<file path="src/rtl/txg_pkg.sv">
package txg_pkg;

   typedef enum logic [1:0] {
      TX_IDLE = 2'd0,
      TX_SEND = 2'd1,
      TX_WAIT = 2'd2
   } tx_state_e;

   function automatic int txg_key_width(input int data_w, input int tag_w);
      return (data_w / tag_w) * ($clog2(tag_w) + 1);
   endfunction

endpackage

</file>
<file path="src/rtl/txg_parity_gate.sv">
module txg_parity_gate #(
   parameter int DATA_W = 32
) (
   input  logic              clk,
   input  logic              rst_n,
   input  logic              take_i,
   input  logic [DATA_W-1:0] data_i,
   input  logic              par_i,
   output logic              good_o,
   output logic              alert_o
);

   logic calc_par;

   assign calc_par = ^data_i;
   assign good_o   = (calc_par == par_i);

   always_ff @(posedge clk) begin
      if (!rst_n) begin
         alert_o <= 1'b0;
      end else begin
         alert_o <= take_i & ~good_o;
      end
   end

   // an alert only follows a taken word
   a_r1_alert_after_take: assert property (@(posedge clk) disable iff (!rst_n)
      alert_o |-> $past(take_i));

   // alert is a single-cycle pulse unless another bad word is taken
   a_r1_alert_pulse: assert property (@(posedge clk) disable iff (!rst_n)
      alert_o && !$past(take_i, 1) |-> 1'b0);

endmodule

</file>
<file path="src/rtl/txg_tag_gen.sv">
module txg_tag_gen #(
   parameter int DATA_W = 32,
   parameter int TAG_W  = 8
) (
   input  logic [DATA_W-1:0]                            data_i,
   input  logic [txg_pkg::txg_key_width(DATA_W, TAG_W)-1:0] key_i,
   output logic [TAG_W-1:0]                             tag_o
);

   localparam int NBLK = DATA_W / TAG_W;
   localparam int SH_W = $clog2(TAG_W);

   logic [TAG_W-1:0] acc [0:NBLK];

   assign acc[0] = '0;

   for (genvar g = 0; g < NBLK; g++) begin : g_blk
      logic [TAG_W-1:0]   raw;
      logic [TAG_W-1:0]   inv;
      logic [SH_W-1:0]    amt;
      logic [2*TAG_W-1:0] dbl;

      assign raw = data_i[g*TAG_W +: TAG_W];
      assign inv = key_i[NBLK*SH_W + g] ? ~raw : raw;
      assign amt = key_i[g*SH_W +: SH_W];
      assign dbl = {inv, inv} << amt;
      assign acc[g+1] = acc[g] ^ dbl[2*TAG_W-1:TAG_W];
   end

   assign tag_o = acc[NBLK];

endmodule

</file>
<file path="src/rtl/txg_ack_tracker.sv">
module txg_ack_tracker #(
   parameter int WORD_W    = 40,
   parameter int TIMEOUT   = 16,
   parameter int MAX_RETRY = 2
) (
   input  logic              clk,
   input  logic              rst_n,
   input  logic              load_i,
   input  logic [WORD_W-1:0] word_i,
   input  logic              retry_en_i,
   input  logic              net_ready_i,
   input  logic              ack_i,
   output logic              idle_o,
   output logic              net_valid_o,
   output logic [WORD_W-1:0] net_word_o,
   output logic              done_o,
   output logic              abort_o
);
   import txg_pkg::*;

   localparam int TMR_W = $clog2(TIMEOUT);
   localparam int RC_W  = (MAX_RETRY > 0) ? $clog2(MAX_RETRY + 1) : 1;

   tx_state_e         state;
   logic [TMR_W-1:0]  timer;
   logic [WORD_W-1:0] held;
   logic              timer_last;
   logic              expire;
   logic              can_retry;
   logic              bump_try;
   logic              clr_try;

   assign timer_last = (timer == TMR_W'(TIMEOUT - 1));
   assign expire     = (state == TX_WAIT) && !ack_i && timer_last;
   assign bump_try   = expire && retry_en_i && can_retry;
   assign clr_try    = (state == TX_IDLE) && load_i;

   if (MAX_RETRY > 0) begin : g_retry
      logic [RC_W-1:0] tries;

      always_ff @(posedge clk) begin
         if (!rst_n) begin
            tries <= '0;
         end else if (clr_try) begin
            tries <= '0;
         end else if (bump_try) begin
            tries <= tries + 1'b1;
         end
      end

      assign can_retry = (tries < RC_W'(MAX_RETRY));

      // retries never exceed the cap
      a_r7_retry_cap: assert property (@(posedge clk) disable iff (!rst_n)
         tries <= RC_W'(MAX_RETRY));
   end else begin : g_noretry
      assign can_retry = 1'b0;
   end

   always_ff @(posedge clk) begin
      if (!rst_n) begin
         state   <= TX_IDLE;
         timer   <= '0;
         held    <= '0;
         done_o  <= 1'b0;
         abort_o <= 1'b0;
      end else begin
         done_o  <= 1'b0;
         abort_o <= 1'b0;
         case (state)
            TX_IDLE: begin
               if (load_i) begin
                  held  <= word_i;
                  state <= TX_SEND;
               end
            end
            TX_SEND: begin
               if (net_ready_i) begin
                  timer <= '0;
                  state <= TX_WAIT;
               end
            end
            TX_WAIT: begin
               if (ack_i) begin
                  done_o <= 1'b1;
                  state  <= TX_IDLE;
               end else if (timer_last) begin
                  if (bump_try) begin
                     state <= TX_SEND;
                  end else begin
                     abort_o <= 1'b1;
                     state   <= TX_IDLE;
                  end
               end else begin
                  timer <= timer + 1'b1;
               end
            end
            default: state <= TX_IDLE;
         endcase
      end
   end

   assign idle_o      = (state == TX_IDLE);
   assign net_valid_o = (state == TX_SEND);
   assign net_word_o  = held;

   // offered word held until taken
   a_r5_hold_word: assert property (@(posedge clk) disable iff (!rst_n)
      net_valid_o && !net_ready_i |=> net_valid_o && $stable(net_word_o));

   // done only follows an acknowledgement
   a_r6_done_after_ack: assert property (@(posedge clk) disable iff (!rst_n)
      done_o |-> $past(ack_i));

   // done is a one-cycle pulse
   a_r6_done_pulse: assert property (@(posedge clk) disable iff (!rst_n)
      done_o |=> !done_o);

   // abort is a one-cycle pulse and never coincides with done
   a_r8_abort_pulse: assert property (@(posedge clk) disable iff (!rst_n)
      abort_o |-> !done_o ##1 !abort_o);

   // acknowledgement while offering does not end the offer
   a_r9_early_ack: assert property (@(posedge clk) disable iff (!rst_n)
      net_valid_o && !net_ready_i && ack_i |=> net_valid_o && !done_o);

endmodule

</file>
<file path="src/rtl/txg_outbound.sv">
module txg_outbound #(
   parameter int DATA_W    = 32,
   parameter int TAG_W     = 8,
   parameter int TIMEOUT   = 16,
   parameter int MAX_RETRY = 2,
   localparam int KEY_W    = txg_pkg::txg_key_width(DATA_W, TAG_W),
   localparam int WORD_W   = DATA_W + TAG_W
) (
   input  logic              clk,
   input  logic              rst_n,
   input  logic              host_valid_i,
   input  logic [DATA_W-1:0] host_data_i,
   input  logic              host_par_i,
   output logic              host_ready_o,
   input  logic              retry_en_i,
   input  logic [KEY_W-1:0]  key_i,
   output logic              net_valid_o,
   output logic [WORD_W-1:0] net_word_o,
   input  logic              net_ready_i,
   input  logic              ack_i,
   output logic              perr_o,
   output logic              done_o,
   output logic              abort_o
);

   if (TAG_W < 2 || (TAG_W & (TAG_W - 1)) != 0) begin : g_chk_tag
      $error("TAG_W must be a power of two of at least 2");
   end
   if (DATA_W % TAG_W != 0) begin : g_chk_div
      $error("DATA_W must be a multiple of TAG_W");
   end
   if (TIMEOUT < 2) begin : g_chk_tmo
      $error("TIMEOUT must be at least 2 cycles");
   end
   if (MAX_RETRY < 0) begin : g_chk_rty
      $error("MAX_RETRY must not be negative");
   end

   logic             take;
   logic             par_good;
   logic             idle;
   logic [TAG_W-1:0] tag;

   assign host_ready_o = idle;
   assign take         = host_valid_i && idle;

   txg_parity_gate #(
      .DATA_W (DATA_W)
   ) i_gate (
      .clk     (clk),
      .rst_n   (rst_n),
      .take_i  (take),
      .data_i  (host_data_i),
      .par_i   (host_par_i),
      .good_o  (par_good),
      .alert_o (perr_o)
   );

   txg_tag_gen #(
      .DATA_W (DATA_W),
      .TAG_W  (TAG_W)
   ) i_tag (
      .data_i (host_data_i),
      .key_i  (key_i),
      .tag_o  (tag)
   );

   txg_ack_tracker #(
      .WORD_W    (WORD_W),
      .TIMEOUT   (TIMEOUT),
      .MAX_RETRY (MAX_RETRY)
   ) i_track (
      .clk         (clk),
      .rst_n       (rst_n),
      .load_i      (take && par_good),
      .word_i      ({host_data_i, tag}),
      .retry_en_i  (retry_en_i),
      .net_ready_i (net_ready_i),
      .ack_i       (ack_i),
      .idle_o      (idle),
      .net_valid_o (net_valid_o),
      .net_word_o  (net_word_o),
      .done_o      (done_o),
      .abort_o     (abort_o)
   );

   // a dropped word never reaches the network
   a_r1_drop_no_send: assert property (@(posedge clk) disable iff (!rst_n)
      perr_o |-> !net_valid_o);

   // host side is closed while a word is offered to the network
   a_r4_ready_idle: assert property (@(posedge clk) disable iff (!rst_n)
      net_valid_o |-> !host_ready_o);

   // offers while busy raise no alert
   a_r4_busy_no_alert: assert property (@(posedge clk) disable iff (!rst_n)
      host_valid_i && !host_ready_o |=> !perr_o);

   // completion returns the block to idle
   a_r6_done_idle: assert property (@(posedge clk) disable iff (!rst_n)
      done_o || abort_o |-> host_ready_o);

endmodule

</file>
<file path="config.mk">
export PLATFORM = sky130hd
export DESIGN_NAME = txg_outbound
export DESIGN_NICKNAME = d
export VERILOG_FILES = /design/src/rtl/txg_pkg.sv /design/src/rtl/txg_parity_gate.sv /design/src/rtl/txg_tag_gen.sv /design/src/rtl/txg_ack_tracker.sv /design/src/rtl/txg_outbound.sv
export SDC_FILE = /design/constraint.sdc
export NUM_CORES = 1
export LEC_CHECK = 0
export BUFFER_PORTS_ARGS = -buffer_cell sky130_fd_sc_hd__buf_2
export CAP_MARGIN = 20
export CORE_UTILIZATION = 54
export DETAILED_ROUTE_END_ITERATION = 16
export GPL_ROUTABILITY_DRIVEN = 0
export HOLD_SLACK_MARGIN = 0.12
export PLACE_DENSITY = 0.92
export SLEW_MARGIN = 20
export SYNTH_ARGS = -nofsm -noshare
export SYNTH_HDL_FRONTEND = slang
export SYNTH_SLANG_ARGS = --single-unit
</file>
<file path="constraint.sdc">
create_clock -name clk -period 2.5 [get_ports clk]
set_input_delay 0.375 -clock clk [delete_from_list [all_inputs] [get_ports clk]]
set_output_delay 0.375 -clock clk [all_outputs]
set_load 0.05 [all_outputs]
</file>
==> results of run 1 <==
## synth_stat cells (all sizes together)
cell | count | share of area
nand2b | 3 | 0.0050
nand4 | 1 | 0.0017
ha | 1 | 0.0033
and3 | 1 | 0.0017
xnor3 | 2 | 0.012
a22oi | 64 | 0.13
clkbuf | 18 | 0.019
xnor2 | 67 | 0.16
nand3 | 35 | 0.046
nor4b | 1 | 0.0023
and4b | 2 | 0.0053
nor2 | 12 | 0.012
nor2b | 9 | 0.015
nand3b | 1 | 0.0020
o21a | 1 | 0.0020
nand2 | 67 | 0.067
xor2 | 21 | 0.049
inv | 1 | 0.00099
buf | 19 | 0.027
a21oi | 10 | 0.013
mux2i | 33 | 0.091
o21ai | 42 | 0.056
and2 | 5 | 0.0083
and3b | 1 | 0.0023
nor3b | 3 | 0.0060
dfxtp | 51 | 0.27
## flip-flops by register name, summed over array words and instances, names as in the netlist
register,flops
i_gate.alert_o,1
i_track.abort_o,1
i_track.done_o,1
i_track.g_retry.tries,2
i_track.net_word_o,40
i_track.state,2
i_track.timer,4
## layout by cell type, fill, tap and decap left out
| master | synthesis | layout |
|---|---|---|
| buf_2 | 3 | 99 |
| nand2_1 | 67 | 67 |
| xnor2_1 | 67 | 67 |
| a22oi_1 | 64 | 64 |
| dfxtp_1 | 51 | 51 |
| o21ai_0 | 37 | 37 |
| nand3_1 | 35 | 35 |
| mux2i_1 | 32 | 32 |
| xor2_1 | 21 | 21 |
| nor2_1 | 12 | 12 |
| a21oi_1 | 10 | 10 |
| nor2b_1 | 9 | 9 |
| clkbuf_8 | 0 | 6 |
| o21ai_1 | 5 | 5 |
| and2_1 | 5 | 5 |
| nor3b_1 | 3 | 3 |
| nand2b_1 | 3 | 3 |
| buf_4 | 1 | 3 |
| and4b_1 | 2 | 2 |
| xnor3_1 | 2 | 2 |
| buf_12 | 0 | 2 |
| inv_1 | 1 | 1 |
| o21a_1 | 1 | 1 |
| nand3b_1 | 1 | 1 |
| mux2i_4 | 1 | 1 |
| nor4b_1 | 1 | 1 |
| and3b_1 | 1 | 1 |
| nand4_1 | 1 | 1 |
| and3_1 | 1 | 1 |
| ha_1 | 1 | 1 |
| inv_6 | 0 | 1 |
| bufinv_16 | 0 | 1 |
## power by group
part	switching, mW	internal, mW	leakage [nW]
registers	0.155	1.09	0.416
clock network	0.295	0.330	0.0618
logic	1.87	0.780	1.44
total	2.32	2.20	1.92
## worst max-delay path, delay by kind of cell
kind | cells | cell delay [ps]
AO/OA/AOI/OAI | 2 | 250
XOR/XNOR | 4 | 1020
buffers and inverters | 2 | 380
multiplexers | 1 | 350
## routing by layer
layer	wire length, um	part of all wire
met1	4161	0.42
met2	4806	0.49
met3	678	0.069
met4	216	0.022
met5	0	0
## layout make-up
class	instances	share of cell area
clock inverter	2	0.008852
tap	80	0.02284
inverter	1	0.0008567
timing repair buffer	104	0.1274
multi-input combinational	382	0.5882
sequential	51	0.2330
clock buffer	6	0.01885
## cell families (layout without fill, tap and decap cells)
group,after synthesis,in the layout,synth area share
AO/OA/AOI/OAI,117,117,0.1982
adder cells (fa/ha/maj),1,1,0.003314
multiplexers,33,33,0.09082
XOR/XNOR,90,90,0.2161
flip-flops,51,51,0.2705
AND/OR/NAND/NOR,141,141,0.1743
buffers and inverters,38,113,0.04673
## per-stage QoR
| stage | instance area (um^2) | cells | setup slack [ps] | hold WS [ps] | power, mW |
|---|---|---|---|---|---|
| 3_5_place_dp | 4260 | 618 | 86.56 | 441.4 | 3.894 |
| 4_1_cts | 4382 | 626 | 405.0 | 302.9 | 4.525 |
| 5_1_grt | 4382 | 626 | 230.2 | 316.7 | 4.767 |
| 6_report | 4382 | 626 | 344.2 | 311.7 | 4.522 |
| 2_1_floorplan | 3775 | 471 | 391.5 | 442.5 | 3.357 |
| 3_3_place_gp | 4260 | 618 | 191.8 | 433.9 | 3.821 |
## worst min-delay path by stage
stage / from / end / slack, ps
2_1_floorplan: i_track.g_retry.tries[1] / i_track.g_retry.tries[1] / 440
3_3_place_gp: i_track.net_word_o[25] / i_track.net_word_o[25] / 430
3_5_place_dp: i_track.net_word_o[25] / i_track.net_word_o[25] / 440
4_1_cts: host_valid_i / i_gate.alert_o / 300
5_1_grt: host_valid_i / i_gate.alert_o / 320
6_report: host_valid_i / i_gate.alert_o / 310
==> summary.txt, run 1 <==
Timing
  – Achievable frequency: 0.4639 GHz
  – Setup TNS: 0 ps
  – Hold Fails Final Rpt: 0
  – Final count of negative-setup-slack endpoints: 0
  – Min cycle time layout: 2156 ps
  – Period utilization: 0.8623
  – Slew Limit Fails: 0
  – Clock Skews: 5.203 ps
  – Max-slew headroom: 0.5781
  – RSZ-0062 raised after global routing: false
  – Worst-Margin Slew: 632.8 ps

Hold path
  – Hold depth: 3
  – Hold Crit Class: input port to flip-flop

CTS
  – # resized after CTS: 0
  – CTS tree: done
  – CTS clock-pin slew for the worst setup and hold paths: 100 ps
  – Num CTS Buffers: 5
  – Root Buffer: clkbuf_8
  – H-tree depth: 2
  – Worst skew pair latency: 310 ps
  – Clock tree buffer depth: 2
  – Post-CTS setup buffers: 0
  – Hold_buf cts: 0
  – CTS Sinks: 51

Layout
  – Multi-input gate area: 0.002577 mm^2
  – Finished Core Util: 0.6485
  – FF+latch area: 0.001021 mm^2
  – # diodes: 0
  – Layout cells sized above 1: 0.2070
  – Fillers: 575
  – Area grow syn2layout: 16.08%
  – # nets final: 601

Logic synthesis
  – Mapped Cells: 471
  – YS warnings: 0
  – Register area share after synthesis: 0.2705
  – Avg Inst Size Synth: 8.015 um^2
  – Synth cell types: 32
  – Syn Nets: 527
  – Post-Syn Area: 0.003775 mm^2
  – Register bit total from synthesis: 51

Die
  – Chip height: 85.61 um
  – Num ports: 100
  – Die ar.: 0.007329 mm^2
  – CORE AREA: 0.006756 mm^2
  – Die Wd: 85.61 um
  – Site row count: 30
  – Starting density of the core: 0.5587

Worst setup path
  – FF-to-FF End: i_track.timer[3]
  – Critical path class: input port to flip-flop
  – Worst EP required: 2730 ps
  – Flop2flop setup slack: 680 ps
  – Worst-case reg-to-reg path depth: 8
  – Critical Path Start: host_data_i[23]
  – Crit start category: input port
  – Crit path top cell by count: xnor2_1
  – Worst Path Max Fanout: 48
  – Crit path DAT: 2390 ps
  – CP max-delay cell: xnor3_1
  – R2R Path Start: i_track.timer[0]
  – CP endpoint kind: flip-flop
  – Worst Setup EP: i_track.net_word_o[4]
  – Cell Chain, Critical Path: buf_2 > xnor2_1 > xnor2_1 > xnor2_1 > xnor3_1 > mux2i_4 > buf_12 > o21ai_0 > a21oi_1
  – Crit path largest cell delay: 480 ps

Place
  – Post-DP HPWL: 7.452 mm
  – IO buf count: 99

Route
  – DR DRC count: 0
  – Drt pass-1 iters: 5
  – WL final: 9.862 mm
  – Wire length per cell: 15.75 um
  – Number of routed nets with antenna violations: 0
  – Starting DRT DRC Count: 239
  – Vias/cell: 5.909
  – Via count: 3699

Run
  – Max cap viols: 0

Run status
  – Outcome: finished, final reports clean

Global route
  – Met2 GRT Util: 0.4844
  – Tot GR Track Use: 0.2699
  – Met1 Use GR: 0.3214
  – Initial antenna violation count: 0
  – Vias in the first global route: 3541
  – Largest net degree at the start of global routing: 49
  – Gr busiest metal: met2
  – First-pass GRT wire length: 16.13 mm
  – Total gr overflow: 0
  – Met3 Use GR: 0.05582

Power
  – Pleak: 1.918 nW
  – Power Dens Cells: 1032 mW/mm^2
  – Max IR drop VDD: 0.0008091 V
(Power assumes the default switching activity.)
==> inputs of run 2 (changes only) <==
--- a/config.mk
+++ b/config.mk
@@ -6,12 +6,12 @@
 export NUM_CORES = 1
 export LEC_CHECK = 0
 export BUFFER_PORTS_ARGS = -buffer_cell sky130_fd_sc_hd__buf_2
-export CAP_MARGIN = 20
 export CORE_UTILIZATION = 54
 export DETAILED_ROUTE_END_ITERATION = 16
 export GPL_ROUTABILITY_DRIVEN = 0
 export HOLD_SLACK_MARGIN = 0.12
 export PLACE_DENSITY = 0.92
+export RECOVER_POWER = 100
 export SLEW_MARGIN = 20
 export SYNTH_ARGS = -nofsm -noshare
 export SYNTH_HDL_FRONTEND = slang
==> run 2 against run 1 <==
  * The run now ends with max-capacitance violations, max-slew violations left
  * Non-clock buffer count did not move
  * Sequential share of layout area rose by 0.32 points
  * Count of clock-buffer cells in the layout stayed put
  * Combinational power shrank 3%
  * Worst setup slack got worse by 6.3 ps
  * Cell area down 1.3%
  * Via count fell by 0.24%
  * Hold slack lost 2.4 ps
  * Clock skew shrank 2.2 ps
  * Largest cell class unchanged
==> summary.txt, run 2 (synthesized netlist as in run 1, its figures left out) <==
Run status
  – Outcome: finished, violations left
  – Failing checks: max-capacitance violations, max-slew violations

Die
  – Num ports: 100
  – Die ar.: 0.007329 mm^2
  – Site row count: 30
  – Chip height: 85.61 um
  – CORE AREA: 0.006756 mm^2
  – Starting density of the core: 0.5587
  – Die Wd: 85.61 um

Route
  – Via count: 3690
  – Drt pass-1 iters: 5
  – DR DRC count: 0
  – Vias/cell: 5.895
  – WL final: 9.919 mm
  – Wire length per cell: 15.85 um
  – Number of routed nets with antenna violations: 0
  – Starting DRT DRC Count: 225

Hold path
  – Worst Hold End: i_gate.alert_o
  – Hold Crit Class: input port to flip-flop
  – Hold depth: 3
  – Hold wc startpoint: host_valid_i

Layout
  – Area grow syn2layout: 14.52%
  – Finished Core Util: 0.6398
  – Max FFs per register: 40
  – Highest-count cells in the layout ignoring fill and taps: nand2_1, xnor2_1, a22oi_1
  – Layout cells sized above 1: 0.1209
  – Post-route design area: 0.004323 mm^2
  – Fin cells: 626
  – # diodes: 0
  – # nets final: 601

CTS
  – Post-CTS setup buffers: 0
  – CTS clock-pin slew for the worst setup and hold paths: 100 ps
  – H-tree depth: 2
  – Root Buffer: clkbuf_8
  – CTS Sinks: 51
  – # resized after CTS: 0
  – Num CTS Buffers: 5
  – Hold_buf cts: 0
  – Worst skew pair latency: 310 ps
  – CTS tree: done
  – Clock tree buffer depth: 2

Worst setup path
  – FF-to-FF End: i_track.timer[3]
  – Critical path class: input port to flip-flop
  – Worst Path Max Fanout: 48
  – Worst-case reg-to-reg path depth: 8
  – R2R Path Start: i_track.timer[0]
  – Crit start category: input port
  – Crit path DAT: 2400 ps
  – Worst EP required: 2740 ps
  – CP endpoint kind: flip-flop
  – Flop2flop setup slack: 660 ps

Power
  – Switching share of power: 0.5240
  – Logic pwr share: 0.577
  – Power Dens Cells: 1030 mW/mm^2
  – NetSw: 2.334 mW
  – Max IR drop VDD: 0.0007884 V
  – Pint: 2.120 mW
  – Pleak: 1.727 nW
  – Power share of the sequential group: 0.281
  – Clock power frac: 0.142
  – Total power: 4.454 mW

Timing
  – Final count of negative-setup-slack endpoints: 0
  – Worst-Margin Slew: 1516 ps
  – RSZ-0062 raised after global routing: false
  – Slew Limit Fails: 37
  – Min cycle time layout: 2162 ps
  – Max-slew headroom: -0.01075
  – Period utilization: 0.8648
  – Achievable frequency: 0.4625 GHz
  – Clock Skews: 3.005 ps
  – WHS: 309.2 ps
  – Setup TNS: 0 ps
  – PnR worst setup slack: 337.9 ps
  – Hold Fails Final Rpt: 0

Place
  – Post-place setup slack: 86.56 ps
  – Placed cell count: 618
  – IO buf count: 99
  – Post-DP HPWL: 7.452 mm
  – Placed cell area: 0.004260 mm^2

Global route
  – Largest net degree at the start of global routing: 49
  – First-pass GRT wire length: 16.13 mm
  – Vias in the first global route: 3541
  – Initial antenna violation count: 0
  – Total gr overflow: 0
  – Tot GR Track Use: 0.2699

Run
  – Max cap viols: 1
## run 2: changes by cell type in the layout (fill, tap and decap cells not counted)
cell / previous run / this run
clkbuf_1: 0 / 47
o21ai_0: 37 / 41
and2_0: 0 / 1
and2_1: 5 / 4
o21ai_1: 5 / 1
buf_2: 99 / 52
## run 2: power by group through the flow
stage | Combinational [mW] | Clock [mW] | Sequential, mW
final | 2.57 | 0.631 | 1.25
after global routing | 2.75 | 0.664 | 1.28
after CTS | 2.65 | 0.634 | 1.24
after detailed placement | 2.64 | 0 | 1.25
after global placement | 2.57 | 0 | 1.25
after floorplan | 1.21 | 0 | 2.15
## run 2: metal layers
metal	GRT usage	wire, um	up-vias	share of wire
li1	-	-	1793	-
met5	0	0	-	0
met2	0.4844	4837	139	0.49
met1	0.3214	4252	1734	0.43
met4	0.08788	220	0	0.022
met3	0.05582	609	24	0.061
## run 2: worst max-delay path by stage
stage,from,to
after floorplan,i_track.state[1],i_track.net_word_o[17]
after global routing,host_data_i[23],i_track.net_word_o[18]
after detailed placement,host_data_i[23],i_track.net_word_o[6]
after CTS,host_data_i[23],i_track.net_word_o[4]
after global placement,host_data_i[23],i_track.net_word_o[1]
final,host_data_i[23],i_track.net_word_o[18]
## run 2: cell type report
| class | instances | area (um^2) |
|---|---|---|
| inverter | 1 | 3.754 |
| multi-input combinational | 382 | 2577 |
| clock buffer | 6 | 82.58 |
| clock inverter | 2 | 38.79 |
| fill | 612 | 2434 |
| tap | 80 | 100.1 |
| timing repair buffer | 104 | 499.2 |
| sequential | 51 | 1021 |
## run 2: critical path, cell delays in order
cell and delay [ps]:
clkbuf_1 130, xnor2_1 300, xnor2_1 130, xnor2_1 130, xnor3_1 480, mux2i_4 350, buf_12 240, nand3_1 90
o21ai_0 150
